`src/rtl/pbo_pkg.sv`:
```
package pbo_pkg;
   typedef enum logic [1:0] {
      BO_NONE    = 2'd0,
      BO_CAPTURE = 2'd1,
      BO_HIT     = 2'd2
   } bo_cause_e;
endpackage

```
`src/rtl/pbo_sat_sum.sv`:
```
// Signed sum of two W+1 bit operands reduced to W bits, saturating or wrapping.
module pbo_sat_sum #(
   parameter int W        = 24,
   parameter bit SATURATE = 1'b1
) (
   input  logic signed [W:0]   a_i,
   input  logic signed [W:0]   b_i,
   output logic signed [W-1:0] y_o
);
   localparam logic signed [W+1:0] HI = {3'b000, {(W-1){1'b1}}};
   localparam logic signed [W+1:0] LO = {3'b111, {(W-1){1'b0}}};

   logic signed [W+1:0] sum;
   assign sum = {a_i[W], a_i} + {b_i[W], b_i};

   generate
      if (SATURATE) begin : g_sat
         always_comb begin
            if (sum > HI)      y_o = HI[W-1:0];
            else if (sum < LO) y_o = LO[W-1:0];
            else               y_o = sum[W-1:0];
         end
      end else begin : g_wrap
         assign y_o = sum[W-1:0];
      end
   endgenerate
endmodule

```
`src/rtl/pbo_hit_detect.sv`:
```
// Flags a step between consecutive samples whose magnitude exceeds the threshold.
module pbo_hit_detect #(
   parameter int W = 24
) (
   input  logic signed [W-1:0] err_i,
   input  logic signed [W-1:0] prev_i,
   input  logic                prev_ok_i,
   input  logic                en_i,
   input  logic        [W-1:0] thr_i,
   output logic                hit_o,
   output logic signed [W:0]   delta_o
);
   logic [W:0] mag;

   assign delta_o = {err_i[W-1], err_i} - {prev_i[W-1], prev_i};
   assign mag     = delta_o[W] ? $unsigned(-delta_o) : $unsigned(delta_o);
   assign hit_o   = prev_ok_i & en_i & (mag > {1'b0, thr_i});
endmodule

```
`src/rtl/pbo_offset_ctl.sv`:
```
// Holds the offset, the previous sample and pending capture requests.
module pbo_offset_ctl
   import pbo_pkg::*;
#(
   parameter int W        = 24,
   parameter bit SATURATE = 1'b1
) (
   input  logic                clk,
   input  logic                rst_n,
   input  logic                err_valid_i,
   input  logic signed [W-1:0] err_i,
   input  logic                switch_i,
   input  logic                lock_i,
   input  logic        [W-1:0] thr_i,
   input  logic                hit_en_i,
   output logic signed [W-1:0] offset_nxt_o,
   output bo_cause_e           cause_o,
   output logic                pend_o
);
   logic signed [W-1:0] offset_q;
   logic signed [W-1:0] prev_q;
   logic                prev_ok_q;
   logic                pend_q;
   logic                hit;
   logic signed [W:0]   delta;
   logic signed [W-1:0] offset_hit;
   logic                want_cap;

   pbo_hit_detect #(.W(W)) hit_i (
      .err_i     (err_i),
      .prev_i    (prev_q),
      .prev_ok_i (prev_ok_q),
      .en_i      (hit_en_i),
      .thr_i     (thr_i),
      .hit_o     (hit),
      .delta_o   (delta)
   );

   pbo_sat_sum #(.W(W), .SATURATE(SATURATE)) addoff_i (
      .a_i ({offset_q[W-1], offset_q}),
      .b_i (delta),
      .y_o (offset_hit)
   );

   assign want_cap = pend_q | switch_i | lock_i;

   always_comb begin
      cause_o      = BO_NONE;
      offset_nxt_o = offset_q;
      if (err_valid_i) begin
         if (want_cap) begin
            cause_o      = BO_CAPTURE;
            offset_nxt_o = err_i;
         end else if (hit) begin
            cause_o      = BO_HIT;
            offset_nxt_o = offset_hit;
         end
      end
   end

   always_ff @(posedge clk) begin
      if (!rst_n) begin
         offset_q  <= '0;
         prev_q    <= '0;
         prev_ok_q <= 1'b0;
         pend_q    <= 1'b0;
      end else if (err_valid_i) begin
         offset_q  <= offset_nxt_o;
         prev_q    <= err_i;
         prev_ok_q <= 1'b1;
         pend_q    <= 1'b0;
      end else begin
         pend_q    <= want_cap;
      end
   end

   assign pend_o = pend_q;
endmodule

```
`src/rtl/pbo_event_cnt.sv`:
```
// Wrapping event counter.
module pbo_event_cnt #(
   parameter int CNT_W = 16
) (
   input  logic             clk,
   input  logic             rst_n,
   input  logic             inc_i,
   output logic [CNT_W-1:0] count_o
);
   always_ff @(posedge clk) begin
      if (!rst_n)     count_o <= '0;
      else if (inc_i) count_o <= count_o + 1'b1;
   end
endmodule

```
`src/rtl/pbo_buildout_unit.sv`:
```
module pbo_buildout_unit
   import pbo_pkg::*;
#(
   parameter int W        = 24,
   parameter int CNT_W    = 16,
   parameter bit SATURATE = 1'b1
) (
   input  logic                clk,
   input  logic                rst_n,
   input  logic                err_valid,
   input  logic signed [W-1:0] err_in,
   input  logic                ref_switch,
   input  logic                lock_entry,
   input  logic        [W-1:0] hit_thresh,
   input  logic                hit_bo_en,
   output logic                corr_valid,
   output logic signed [W-1:0] corr_err,
   output logic                bo_event,
   output logic [CNT_W-1:0]    bo_count
);
   generate
      if (W < 4 || W > 30) begin : g_bad_w
         $error("pbo_buildout_unit: W out of range");
      end
      if (CNT_W < 1 || CNT_W > 32) begin : g_bad_cnt
         $error("pbo_buildout_unit: CNT_W out of range");
      end
   endgenerate

   logic signed [W-1:0] offset_nxt;
   bo_cause_e           cause;
   logic                cap_pend;
   logic signed [W:0]   neg_off;
   logic signed [W-1:0] corr_nxt;

   pbo_offset_ctl #(.W(W), .SATURATE(SATURATE)) ctl_i (
      .clk          (clk),
      .rst_n        (rst_n),
      .err_valid_i  (err_valid),
      .err_i        (err_in),
      .switch_i     (ref_switch),
      .lock_i       (lock_entry),
      .thr_i        (hit_thresh),
      .hit_en_i     (hit_bo_en),
      .offset_nxt_o (offset_nxt),
      .cause_o      (cause),
      .pend_o       (cap_pend)
   );

   assign neg_off = -{offset_nxt[W-1], offset_nxt};

   pbo_sat_sum #(.W(W), .SATURATE(SATURATE)) sub_i (
      .a_i ({err_in[W-1], err_in}),
      .b_i (neg_off),
      .y_o (corr_nxt)
   );

   always_ff @(posedge clk) begin
      if (!rst_n) begin
         corr_valid <= 1'b0;
         corr_err   <= '0;
         bo_event   <= 1'b0;
      end else begin
         corr_valid <= err_valid;
         bo_event   <= (cause != BO_NONE);
         if (err_valid) corr_err <= corr_nxt;
      end
   end

   pbo_event_cnt #(.CNT_W(CNT_W)) cnt_i (
      .clk     (clk),
      .rst_n   (rst_n),
      .inc_i   (cause != BO_NONE),
      .count_o (bo_count)
   );
endmodule

```
`config.mk`:
```
export PLATFORM = sky130hd
export DESIGN_NAME = pbo_buildout_unit
export DESIGN_NICKNAME = d
export VERILOG_FILES = /design/src/rtl/pbo_pkg.sv /design/src/rtl/pbo_sat_sum.sv /design/src/rtl/pbo_hit_detect.sv /design/src/rtl/pbo_offset_ctl.sv /design/src/rtl/pbo_event_cnt.sv /design/src/rtl/pbo_buildout_unit.sv
export SDC_FILE = /design/constraint.sdc
export NUM_CORES = 1
export LEC_CHECK = 0
export BUFFER_PORTS_ARGS = -buffer_cell sky130_fd_sc_hd__buf_2
export CAP_MARGIN = 20
export CORE_MARGIN = 8
export CORE_UTILIZATION = 35
export CTS_BUF_LIST = sky130_fd_sc_hd__clkbuf_16
export CTS_CLUSTER_SIZE = 28
export DETAILED_ROUTE_END_ITERATION = 10
export PLACE_DENSITY = 0.55
export SLEW_MARGIN = 5
export SYNTH_ARGS = -nofsm -noshare
export SYNTH_HDL_FRONTEND = slang
export SYNTH_SLANG_ARGS = --single-unit
```
`constraint.sdc`:
```
create_clock -name clk -period 13.3 [get_ports clk]
set_input_delay 1.995 -clock clk [delete_from_list [all_inputs] [get_ports clk]]
set_output_delay 1.995 -clock clk [all_outputs]
set_load 0.1 [all_outputs]
```
=== After elaboration in Yosys (flattened, before gate mapping) ===
Index checks and enable logic that the tools add are counted.

* Bits in registers: 92
* Input port bits: 54
* Output and inout port bits: 42
* Logic and storage cells: 37

* $add $sub $neg: 6
* Order comparisons: 5
* Multiplexer cells: 11
* Bitwise logic cells: 5
* Reduce and logical (&&, ||, !) cells: 2

{| class="wikitable"
|+ Operators by type and width
! cell !! number
|-
| 2-to-1 mux 24 bit || 7
|-
| adder 24 x 25 -> 26 bit || 2
|-
| greater-than comparator 26 x 24 -> 1 bit (second input constant) || 2
|-
| < comparator 26 x 24 -> 1 bit (second input constant) || 2
|-
| negation 25 bit || 2
|-
| greater-than comparator 25 x 24 -> 1 bit || 1
|-
| 2-to-1 mux 25 bit || 1
|-
| subtractor 24 x 24 -> 25 bit || 1
|-
| adder 16 x 1 -> 16 bit (second input constant) || 1
|-
| 2-to-1 mux 2 bit || 3
|-
| bitwise AND 1 bit || 2
|-
| bitwise OR 1 bit || 2
|-
| nonzero test 2 bit || 1
|-
| OR reduction 2 bit || 1
|-
| inverter 1 bit || 1
|}

=== Longest topological paths before layout ===
Gate-level depths: netlist of the first run.

* Depth after elaboration: 13
* Mapped depth: 46
* Depth with buffers taken out: 43

=== Cells and area by module ===
From an unflattened synthesis of the first run, not the netlist that was laid out.

* Cells, all modules: 1296
* Area, all modules: 10478.8 um^2

{| class="wikitable"
|+ Modules (own cells, without submodules)
! module !! times used !! cells each !! area each (um^2) !! sequential area each (um^2)
|-
| pbo_sat_sum || 2 || 219 || 1574.0 || 0.0
|-
| pbo_hit_detect || 1 || 407 || 2718.9 || 0.0
|-
| pbo_offset_ctl || 1 || 217 || 2389.8 || 1001.0
|-
| pbo_buildout_unit || 1 || 151 || 1477.7 || 520.5
|-
| pbo_event_cnt || 1 || 83 || 744.5 || 320.3
|}

=== Least setup slack after synthesis of the first run ===
OpenSTA, ideal clock, no wires.

* Path type: in2reg
* From: in err_in[0]
* To: reg corr_err[0]
* Library setup time: 0.129 ns
* Data arrival time: 10.289 ns
* Data required time: 13.171 ns
* Slack: 2.881 ns
* Cell stages on the path: 42
* Path buffers: 2
* Cells stage by stage: inv_1 ha_1 fa_1 nor2b_1 o31a_1 a21o_1 o211ai_1 a2111o_1 nor4_1 nand2_1 o21ai_0 xnor2_1 ha_1 a21o_1 a21oi_1 and2_1 o211ai_1 a221o_1 [6 not listed] nand3_1 nor4_1 xnor2_1 ha_1 o21ai_0 nand2b_1 nand4_1 a2111oi_0 or2_2 o21ai_0 o21ai_0 nor4b_1 mux2_2 a22oi_1 a21oi_1 nand2_1 buf_1 nand2_1

* Word-level cells in the longest chain between the ends: 13
* Elaborated cells on any way between the ends: 19
* Classes of those cells: 5 x add/sub; 5 x order compare; 8 x mux; 1 x bitwise

{| class="wikitable"
|+ Ends and longest elaborated chain
! what !! line !! text
|-
| start: declaration || pbo_buildout_unit.sv:11 || <nowiki>input logic signed [W-1:0] err_in,</nowiki>
|-
| subtractor 24 x 24 -> 25 bit || pbo_hit_detect.sv:15 || <nowiki>assign delta_o = {err_i[W-1], err_i} - {prev_i[W-1], prev_i};</nowiki>
|-
| adder 24 x 25 -> 26 bit or negation 25 bit (tied branches) || pbo_sat_sum.sv:14, pbo_hit_detect.sv:16 ||
|-
| < comparator 26 x 24 -> 1 bit or 2-to-1 mux 25 bit (tied branches) || pbo_sat_sum.sv:20, pbo_hit_detect.sv:16 ||
|-
| 2-to-1 mux 24 bit or greater-than comparator 25 x 24 -> 1 bit (tied branches) || pbo_sat_sum.sv:20, pbo_hit_detect.sv:17 ||
|-
| 2-to-1 mux 24 bit or bitwise AND 1 bit (tied branches) || pbo_sat_sum.sv:19, pbo_hit_detect.sv:17 ||
|-
| 2-to-1 mux 24 bit || pbo_offset_ctl.sv:54 || <nowiki>end else if (hit) begin</nowiki>
|-
| 2-to-1 mux 24 bit || pbo_offset_ctl.sv:51 || <nowiki>if (want_cap) begin</nowiki>
|-
| 2-to-1 mux 24 bit || pbo_offset_ctl.sv:50 || <nowiki>if (err_valid_i) begin</nowiki>
|-
| negation 25 bit || pbo_buildout_unit.sv:50 || <nowiki>assign neg_off = -{offset_nxt[W-1], offset_nxt};</nowiki>
|-
| adder 24 x 25 -> 26 bit * || pbo_sat_sum.sv:14 || <nowiki>assign sum = {a_i[W], a_i} + {b_i[W], b_i};</nowiki>
|-
| < comparator 26 x 24 -> 1 bit || pbo_sat_sum.sv:20 || <nowiki>else if (sum < LO) y_o = LO[W-1:0];</nowiki>
|-
| 2-to-1 mux 24 bit || pbo_sat_sum.sv:20 ||
|-
| 2-to-1 mux 24 bit * || pbo_sat_sum.sv:19 || <nowiki>if (sum > HI) y_o = HI[W-1:0];</nowiki>
|-
| end signal: assignment || pbo_buildout_unit.sv:66 || <nowiki>if (err_valid) corr_err <= corr_nxt;</nowiki>
|-
| end: declaration || pbo_buildout_unit.sv:17 || <nowiki>output logic signed [W-1:0] corr_err,</nowiki>
|}

Mark *: on every way between the ends. The rest lies on a longest branch, timed or not.
A chain may end at the register's enable or synchronous reset.

=== Worst setup path in the final report of the first run ===
* From: in err_in[1]
* To: reg corr_err[1]

The elaborated chain is that of the path after synthesis.

==> results.ini, run 1 <==
[yosys]
ys.flop_type = dfxtp_1
syn_avg_cell_area_um2 = 7.537
synth-seq-cells = 92
syn_area_um2 = 9504
syn_nets = 1421
yosysWarnings = 0
synth_seq_area_share_pct = 19.38
synth_edf_count = 0
synthArstFlopShare_pct = 0
ys_types = 87
syn_inst = 1261

[timing]
worst_pin_slew_ns = 1.017
finClkSkew_ns = 0.01596
hold_viol_final = 0
relSlewSlack_pct = 31.14
maxSlewViolCount = 0
max_freq_ghz = 0.08118
post-route-period-util_pct = 92.62
post-route-min-period_ns = 12.32
setup_viol = 0
setup_tns_ns = 0
rsz0062_at_grt = false

[final_layout]
antenna_cells = 0
fill_cells = 2779
final_core_util_pct = 39.61
final_common_cell = nor2_1
mostFrequentLayoutCells = 135 x nor2_1, 115 x nand2_1, 103 x ha_1, 95 x buf_2, 92 x dfxtp_1
final_layout_size_suffix_gt1_share_pct = 12.35
area_delta_synth_final_pct = 11.70
fin_nets = 1491

[clock_tree]
insertion_delay_ns = 0.36
clkTransAtPathRegs_ns = 0.06
post-cts-setup-buffers = 0
cts_buffer_depth = 2
cts_root_buf = clkbuf_16
ctsHoldBuffers = 0
cts_made_buffers = 9
cts.repair.resized = 0
cts_tree = yes
cts_sinks = 92
cts_max_level = 3

[grt]
grt_pass1_wl_um = 47050
grt_max_degree = 47
grtUsageTotal_pct = 17.57
grt_antenna_before_repair = 0
grt_pass1_vias = 8946
grt-ovfl-total = 0

[floorplan]
dieArea_um2 = 32680
rows = 60
start_util_pct = 35.46
die_height_um = 180.8
ios = 96
die_w_um = 180.8
coreArea_um2 = 26800

[outcome]
status = finished, final reports clean

[min_path]
hp-class = flop to flop

[worst_setup_path]
critPathKind = primary input to flop
crit_slowest_cell = nor4_1
cp_data_required_time_ns = 13.50
path_max_fanout = 23
endpoint_kind = flop
critPathArrivalTime_ns = 12.51
crit_path_max_incr_delay_ns = 0.76
critPathLaunchType = primary input

[power_and_ir_drop]
ir_drop_mv = 0.07655
cellPowerDensity_nw_per_um2 = 143.8
p_leak_nw = 4.784

[drt]
antenna_left = 0
drc = 0
routedWlPerCell_um = 17.41
drt-initial-drc-count = 645
wirelength_um = 29200
dr_total_vias = 9182
routed_via_density = 5.475
first_pass_iters = 4

[flow_run]
cap_violations = 0

[place]
portBuffers = 95
gp_congestion = 0.8604
place_hpwl_um = 23470

stage by stage:
stage	std cells	total power [W]	instance area (um^2)	hold slack, ns	worst slack [ns]
CTS	1677	0.001537	10620	0.4728	1.108
detailed placement	1661	0.001218	10270	0.4551	0.7923
finish	1677	0.001526	10620	0.4676	0.9821
floorplan	1261	0.001032	9504	0.4475	2.881
global route	1677	0.001639	10620	0.4940	0.05848
global placement	1661	0.001216	10270	0.4529	0.9718
final cells by class:
cell class                 count  area (um^2)  area share [%]
multi-input combinational   1036         7136           67.21
tap                          341        426.7           4.019
clock inverter                 7        121.4           1.143
inverter                      90        337.8           3.182
clock buffer                   9        225.2           2.121
timing repair buffer         102        528.0           4.973
sequential                    92         1842           17.35
sequential cells by signal, summed over array words and instances, names as in the netlist:
name and count:
bo_event 1, cnt_i.count_o 16, ctl_i.prev_ok_q 1, corr_valid 1
ctl_i.offset_q 24, ctl_i.pend_o 1, corr_err 24, ctl_i.prev_q 24
cells by family (layout without fill, tap and decap cells):
logic type / after synthesis / after routing / synth area share, %
buffers and inverters: 133 / 208 / 5.595
XOR/XNOR: 106 / 106 / 9.847
AO/OA/AOI/OAI: 342 / 342 / 24.68
AND/OR/NAND/NOR: 456 / 456 / 23.55
flip-flops: 92 / 92 / 19.38
adder cells (fa/ha/maj): 106 / 106 / 14.19
multiplexers: 26 / 26 / 2.751
worst max-delay path, delay by kind of cell:
family          cells  cell delay (ns)
fa+ha+maj           3             1.08
compound gates     16             3.26
buf+inv             2             0.33
mux                 1             0.37
simple gates       15             5.06
xor+xnor            2             0.35
cells in the mapped netlist (all sizes together), types with 30 or more instances:
master / n / share of area (%)
and2: 36 / 2.4
a21oi: 86 / 4.7
xnor2: 65 / 6.1
nand2: 115 / 4.5
o21ai: 62 / 3.4
inv: 90 / 3.6
nand3: 34 / 1.8
a211oi: 30 / 2.6
a21o: 33 / 2.6
xor2: 41 / 3.8
nor3: 39 / 2.3
ha: 103 / 14
dfxtp: 92 / 19
nor2: 136 / 5.4
report_power, final:
part | switching [W] | total (W) | internal [W]
Combinational | 0.000586 | 0.000883 | 0.000296
Sequential | 0.0000219 | 0.000332 | 0.000310
Clock | 0.000126 | 0.000311 | 0.000185
path summary, 6_finish.rpt:
check	cells after the start	startpoint	to	slack, ns
min reg2reg	2	corr_err[1]$_SDFFE_PN0P_	corr_err[1]$_SDFFE_PN0P_	0.47
max reg2reg	38	ctl_i.prev_q[0]$_SDFFE_PN0P_	corr_err[1]$_SDFFE_PN0P_	2.48
max	39	err_in[1]	corr_err[1]$_SDFFE_PN0P_	0.98
min	2	corr_err[1]$_SDFFE_PN0P_	corr_err[1]$_SDFFE_PN0P_	0.47
metal layers:
metal / wire length, um / global-route usage [%]
met4: 699 / 4.861
met2: 13470 / 29.29
met1: 13750 / 22.65
met3: 1282 / 3.511
met5: 0 / 0
(Power assumes the default switching activity.)
==> run 2, diff against run 1 <==
--- a/config.mk
+++ b/config.mk
@@ -13,7 +13,7 @@
 export CTS_CLUSTER_SIZE = 28
 export DETAILED_ROUTE_END_ITERATION = 10
 export PLACE_DENSITY = 0.55
-export SLEW_MARGIN = 5
 export SYNTH_ARGS = -nofsm -noshare
 export SYNTH_HDL_FRONTEND = slang
+export SYNTH_HIERARCHICAL = 1
 export SYNTH_SLANG_ARGS = --single-unit
==> run 2 against run 1 <==
  * Sequential power fell by 4%
  * Non-clock buffer count decreased by 3
  * Cell area up 8.2%
  * Synthesized cell count increased by 2.8%
  * First-iteration DRC count is 17% lower
  * Register-to-register slack better by 1.0 ns
  * Utilization shrank 0.77 points
  * Die area is 9.3% higher
  * Routed wire length about the same
  * Synthesized area is 10% higher
  * Clock skew is 0.0057 ns lower
  * Critical endpoint is now corr_err[8]$_SDFFE_PN0P_
==> results.ini, run 2 <==
[clock_tree]
cts.repair.resized = 0
cts_sinks = 92
insertion_delay_ns = 0.35
clkTransAtPathRegs_ns = 0.07
cts_max_level = 3
cts_tree = yes
post-cts-setup-buffers = 0
cts_root_buf = clkbuf_16
cts_made_buffers = 9
cts_buffer_depth = 2
ctsHoldBuffers = 0

[worst_setup_path]
endpoint_kind = flop
reg2reg_slack_ns = 3.50
critPathKind = primary input to flop
crit_slowest_cell = o21ai_4
critPathLaunchType = primary input
path_max_fanout = 23
regToRegEndpoint = corr_err[8]$_SDFFE_PN0P_
rr_worst_depth = 40
cp_data_required_time_ns = 13.54
crit_path_max_incr_delay_ns = 0.53
critPathArrivalTime_ns = 11.53
timing.rr.start = ctl_i/prev_q[0]$_SDFFE_PN0P_

[grt]
grt_pass1_wl_um = 47270
grtUsageTotal_pct = 16.10
grt_pass1_vias = 9101
grt-ovfl-total = 0
grt_max_degree = 84
grt_antenna_before_repair = 0

[place]
gp_congestion = 0.8676
portBuffers = 95
dp.cells = 1729
place_hpwl_um = 23110

[drt]
wirelength_um = 29200
drt-initial-drc-count = 538
drc = 0
antenna_left = 0
first_pass_iters = 5
routedWlPerCell_um = 16.75
dr_total_vias = 9188
routed_via_density = 5.268

[power_and_ir_drop]
p_leak_nw = 5.016
sw_frac_of_total_pct = 47.22
ir_drop_mv = 0.1008
pwr-share-seq_pct = 21.3
p_int_w = 0.0007886
pwr-share-comb_pct = 58.6
cellPowerDensity_nw_per_um2 = 130.1
clkPwrFrac_pct = 20.1
power_switching_w = 0.0007057

[final_layout]
instances_no_fill = 1744
fin_nets = 1509
fill_cells = 3085
mostFrequentLayoutCells = 126 x mux2i_1, 112 x a21oi_1, 102 x ha_1, 94 x buf_2, 92 x dfxtp_1
final_layout_size_suffix_gt1_share_pct = 13.44
area_delta_synth_final_pct = 9.576
final_common_cell = mux2i_1
antenna_cells = 0
top_regs = corr_err: 24 flops, ctl_i/offset_q: 24 flops, ctl_i/prev_q: 24 flops

[floorplan]
rows = 63
start_util_pct = 35.45
die_w_um = 189.0
dieArea_um2 = 35730
ios = 96
die_height_um = 189.0
coreArea_um2 = 29560

[yosys]
synth.area.top_cells = dfxtp_1 18%, ha_1 12%, mux2i_1 12%, xnor2_1 5.6%, a21oi_1 5.4%
synth_seq_area_share_pct = 17.58
syn_avg_cell_area_um2 = 8.085
syn_area_um2 = 10480
syn_nets = 1455
yosysWarnings = 6
synth_edf_count = 0
synth-seq-cells = 92
synthTopCellsByCount = 126 x mux2i_1, 113 x a21oi_1, 102 x ha_1, 92 x dfxtp_1, 86 x nand2_1
synth_top_area_cell = dfxtp_1
syn_inst = 1296
ys_types = 83
synth.top_cell.area_share_pct = 17.58
ys.flop_type = dfxtp_1
synthArstFlopShare_pct = 0
yosysMostFrequentCell = mux2i_1

[timing]
rsz0062_at_grt = false
worst_pin_slew_ns = 0.9969
relSlewSlack_pct = 33.03
setup_viol = 0
maxSlewViolCount = 0
finClkSkew_ns = 0.01027
post-route-min-period_ns = 11.29
max_freq_ghz = 0.08854
post-route-period-util_pct = 84.92
setup_tns_ns = 0
hold_viol_final = 0

[outcome]
status = finished, final reports clean

[min_path]
hold_depth = 1
min_delay_worst_endpoint = ctl_i/prev_ok_q$_SDFFE_PN0P_
hp-start = ctl_i/prev_ok_q$_SDFFE_PN0P_
hp-class = flop to flop

[flow_run]
cap_violations = 0

## run 2: changes by cell type after synthesis, sizes merged, moves of 20 or more
cell,previous run,this run
mux2i,25,126
nor2,136,62
nor2b,12,60
a21oi,86,120
nand2,115,86
a22oi,24,0
o21ai,62,83
a211oi,30,10
## run 2: cell families after synthesis
logic type,after synthesis,synth area share [%]
AOI/OAI and AO/OA,322,20.91
xor gates and xnor gates,112,9.361
adders and majority gates,105,12.75
buffers and inverters,141,6.245
DFF,92,17.58
muxes,126,12.04
and+or+nand+nor,398,21.12
## run 2: final cells by class
type,count,area [um^2],share of cell area (%)
Clock buffer,9,225.2,1.961
Timing Repair Buffer,99,508.0,4.424
Multi-Input combinational cell,1063,7994,69.62
Tap cell,390,488.0,4.250
Inverter,85,320.3,2.790
Sequential cell,92,1842,16.04
Clock inverter,6,105.1,0.9153
## run 2: how the worst max path moves through the flow
stage                               end  depth (start not counted)  startpoint  slack [ns]
6_report       corr_err[8]$_SDFFE_PN0P_                         42   err_in[0]        2.01
5_1_grt        corr_err[8]$_SDFFE_PN0P_                         42   err_in[0]        1.28
4_1_cts        corr_err[8]$_SDFFE_PN0P_                         42   err_in[0]        2.01
3_5_place_dp   corr_err[8]$_SDFFE_PN0P_                         42   err_in[0]        1.73
3_3_place_gp   corr_err[8]$_SDFFE_PN0P_                         42   err_in[0]        1.91
2_1_floorplan  corr_err[8]$_SDFFE_PN0P_                         47   err_in[0]        3.08
## run 2: layer usage
layer | up-vias | part of all wire (%) | track usage [%]
li1 | 4734 | - | -
met1 | 4208 | 50 | 22.22
met2 | 220 | 44 | 25.84
met3 | 26 | 4.6 | 2.686
met4 | 0 | 1.1 | 3.608
met5 | - | 0 | 0
## run 2: through the flow
step | hold WS, ns | area (um^2) | total power, W | utilization (%) | worst slack (ns)
detailed placement | 0.4454 | 11150 | 0.001193 | 37.73 | 1.727
global route | 0.4979 | 11480 | 0.001610 | 38.84 | 1.285
CTS | 0.4622 | 11480 | 0.001504 | 38.84 | 2.005
finish | 0.4584 | 11480 | 0.001494 | 38.84 | 2.006
global placement | 0.4422 | 11150 | 0.001189 | 37.73 | 1.915
floorplan | 0.4280 | 10480 | 0.001040 | - | 3.084
## run 2: power by group through the flow
stage	Combinational, W	Sequential (W)	Clock [W]
2_1_floorplan	0.000602	0.000438	0
3_3_place_gp	0.000864	0.000324	0
3_5_place_dp	0.000869	0.000324	0
4_1_cts	0.000875	0.000319	0.000310
5_1_grt	0.000965	0.000322	0.000322
6_report	0.000876	0.000319	0.000300
## run 2: worst max-delay path: cells and delay by family
| family | cells | cell delay, ns |
|---|---|---|
| AOI/OAI and AO/OA | 17 | 4.03 |
| xor gates and xnor gates | 2 | 0.36 |
| adders and majority gates | 4 | 1.30 |
| buffers and inverters | 4 | 0.49 |
| muxes | 3 | 0.58 |
| and+or+nand+nor | 12 | 2.76 |
==> run 3, diff against run 2 <==
==> constraint.sdc (replaced) <==
create_clock -name clk -period 11.68 [get_ports clk]
set_input_delay 1.752 -clock clk [delete_from_list [all_inputs] [get_ports clk]]
set_output_delay 1.752 -clock clk [all_outputs]
set_load 0.1 [all_outputs]
==> run 3 against run 2 <==
  * Clock-buffer cell count unchanged
  * Flip-flop and latch count did not move
  * Clock power increased by 11%
  * First-iteration DRC count decreased by 6.5%
  * Clock skew grew 0.0091 ns
  * Via count rose by 0.71%
  * Sequential power is 14% higher
  * Non-clock buffer count up 5
  * Register-to-register slack got worse by 1.5 ns
  * Sequential share of layout area decreased by 0.068 points
  * Cell area grew 0.43%
  * Global-route usage about the same
==> results.ini, run 3 (synthesis results as in run 2) <==
[timing]
setup_tns_ns = 0
setup_viol = 0
rsz0062_at_grt = false
post-route-period-util_pct = 93.02
finClkSkew_ns = 0.01940
post-route-min-period_ns = 10.87
relSlewSlack_pct = 31.45
worst_pin_slew_ns = 1.022
hold_viol_final = 0
maxSlewViolCount = 0
max_freq_ghz = 0.09204

[clock_tree]
ctsHoldBuffers = 0
cts_buffer_depth = 2
cts.repair.resized = 0
cts_made_buffers = 9
post-cts-setup-buffers = 0
cts_sinks = 92
cts_root_buf = clkbuf_16
cts_max_level = 3
cts_tree = yes
clkTransAtPathRegs_ns = 0.08
insertion_delay_ns = 0.36

[final_layout]
final_common_cell = mux2i_1
instances_no_fill = 1752
mostFrequentLayoutCells = 126 x mux2i_1, 112 x a21oi_1, 102 x ha_1, 94 x buf_2, 92 x dfxtp_1
fin_nets = 1516
top_regs = corr_err: 24 flops, ctl_i/offset_q: 24 flops, ctl_i/prev_q: 24 flops
final_layout_size_suffix_gt1_share_pct = 14.10
area_delta_synth_final_pct = 10.04
antenna_cells = 0

[power_and_ir_drop]
cellPowerDensity_nw_per_um2 = 147.9
p_leak_nw = 5.040
ir_drop_mv = 0.1346

[grt]
grt_pass1_wl_um = 47510
grt_max_degree = 84
grt-ovfl-total = 0
grtUsageTotal_pct = 16.09
grt_pass1_vias = 9116
grt_antenna_before_repair = 1

[worst_setup_path]
cp_data_required_time_ns = 11.92
crit_path_max_incr_delay_ns = 0.60
rr_worst_depth = 40
endpoint_kind = flop
critPathArrivalTime_ns = 11.11
critPathLaunchType = primary input
timing.rr.start = ctl_i/prev_q[0]$_SDFFE_PN0P_
path_max_fanout = 17
critPathKind = primary input to flop
reg2reg_slack_ns = 2.05
crit_slowest_cell = or3_1
regToRegEndpoint = corr_err[20]$_SDFFE_PN0P_

[floorplan]
die_height_um = 189.0
rows = 63
ios = 96
start_util_pct = 35.45
die_w_um = 189.0
coreArea_um2 = 29560
dieArea_um2 = 35730

[drt]
antenna_left = 0
dr_total_vias = 9253
top_layer_used = met5
routedWlPerCell_um = 16.89
wirelength_um = 29590
first_pass_iters = 7
met3WireLength_um = 1111
wl_met2_um = 12890
routed_via_density = 5.281
drc = 0
wl_met1_um = 15080
drt-initial-drc-count = 503

[place]
place_hpwl_um = 22990
dp.cells = 1733
gp_congestion = 0.8889
portBuffers = 95

[min_path]
hp-class = flop to flop
min_delay_worst_endpoint = ctl_i/prev_ok_q$_SDFFE_PN0P_
hold_depth = 1
hp-start = ctl_i/prev_ok_q$_SDFFE_PN0P_

[outcome]
status = finished, final reports clean

[flow_run]
cap_violations = 0

-- run 3: power by group --
| group | switching (W) | total, W | internal (W) |
|---|---|---|---|
| Sequential | 0.0000198 | 0.000364 | 0.000344 |
| Combinational | 0.000655 | 0.00101 | 0.000353 |
| Clock | 0.000144 | 0.000334 | 0.000190 |
-- run 3: worst max-delay path, delay by kind of cell --
kind	cells	cell delay, ns
XOR/XNOR	2	0.27
buffers and inverters	6	1.03
AO/OA/AOI/OAI	20	4.27
multiplexers	3	0.56
adder cells (fa/ha/maj)	4	1.32
AND/OR/NAND/NOR	7	1.90
-- run 3: worst max-delay path by stage --
stage / cells after the start / slack (ns) / startpoint / endpoint
final: 42 / 0.81 / err_in[0] / corr_err[20]$_SDFFE_PN0P_
after global routing: 41 / 0.04 / err_in[0] / corr_err[10]$_SDFFE_PN0P_
after CTS: 41 / 0.73 / err_in[0] / corr_err[2]$_SDFFE_PN0P_
after detailed placement: 41 / 0.40 / err_in[0] / corr_err[2]$_SDFFE_PN0P_
after global placement: 42 / 0.53 / err_in[0] / corr_err[2]$_SDFFE_PN0P_
after floorplan: 47 / 1.71 / err_in[0] / corr_err[8]$_SDFFE_PN0P_
-- run 3: cell type report --
class,count,area (um^2)
Clock buffer,9,225.2
Clock inverter,7,98.84
Inverter,85,320.3
Tap cell,390,488.0
Multi-Input combinational cell,1065,8011
Fill cell,3095,18030
Timing Repair Buffer,104,545.5
Sequential cell,92,1842
-- run 3: stage by stage --
step / cell area (um^2) / setup slack (ns) / hold WS, ns / power [W] / utilization (%)
floorplan: 10480 / 1.707 / 0.4280 / 0.001184 / -
global placement: 11180 / 0.5344 / 0.4347 / 0.001360 / 37.83
detailed placement: 11180 / 0.3991 / 0.4428 / 0.001363 / 37.83
CTS: 11510 / 0.7338 / 0.4618 / 0.001707 / 38.92
global route: 11530 / 0.04104 / 0.4789 / 0.001830 / 39.01
finish: 11530 / 0.8149 / 0.4598 / 0.001706 / 39.01
-- run 3: layer usage --
layer  vias up  GRT usage [%]
li1       4748              -
met1      4298          22.45
met2       172          25.19
met3        33          2.796
met4         2          4.179
met5         -              0
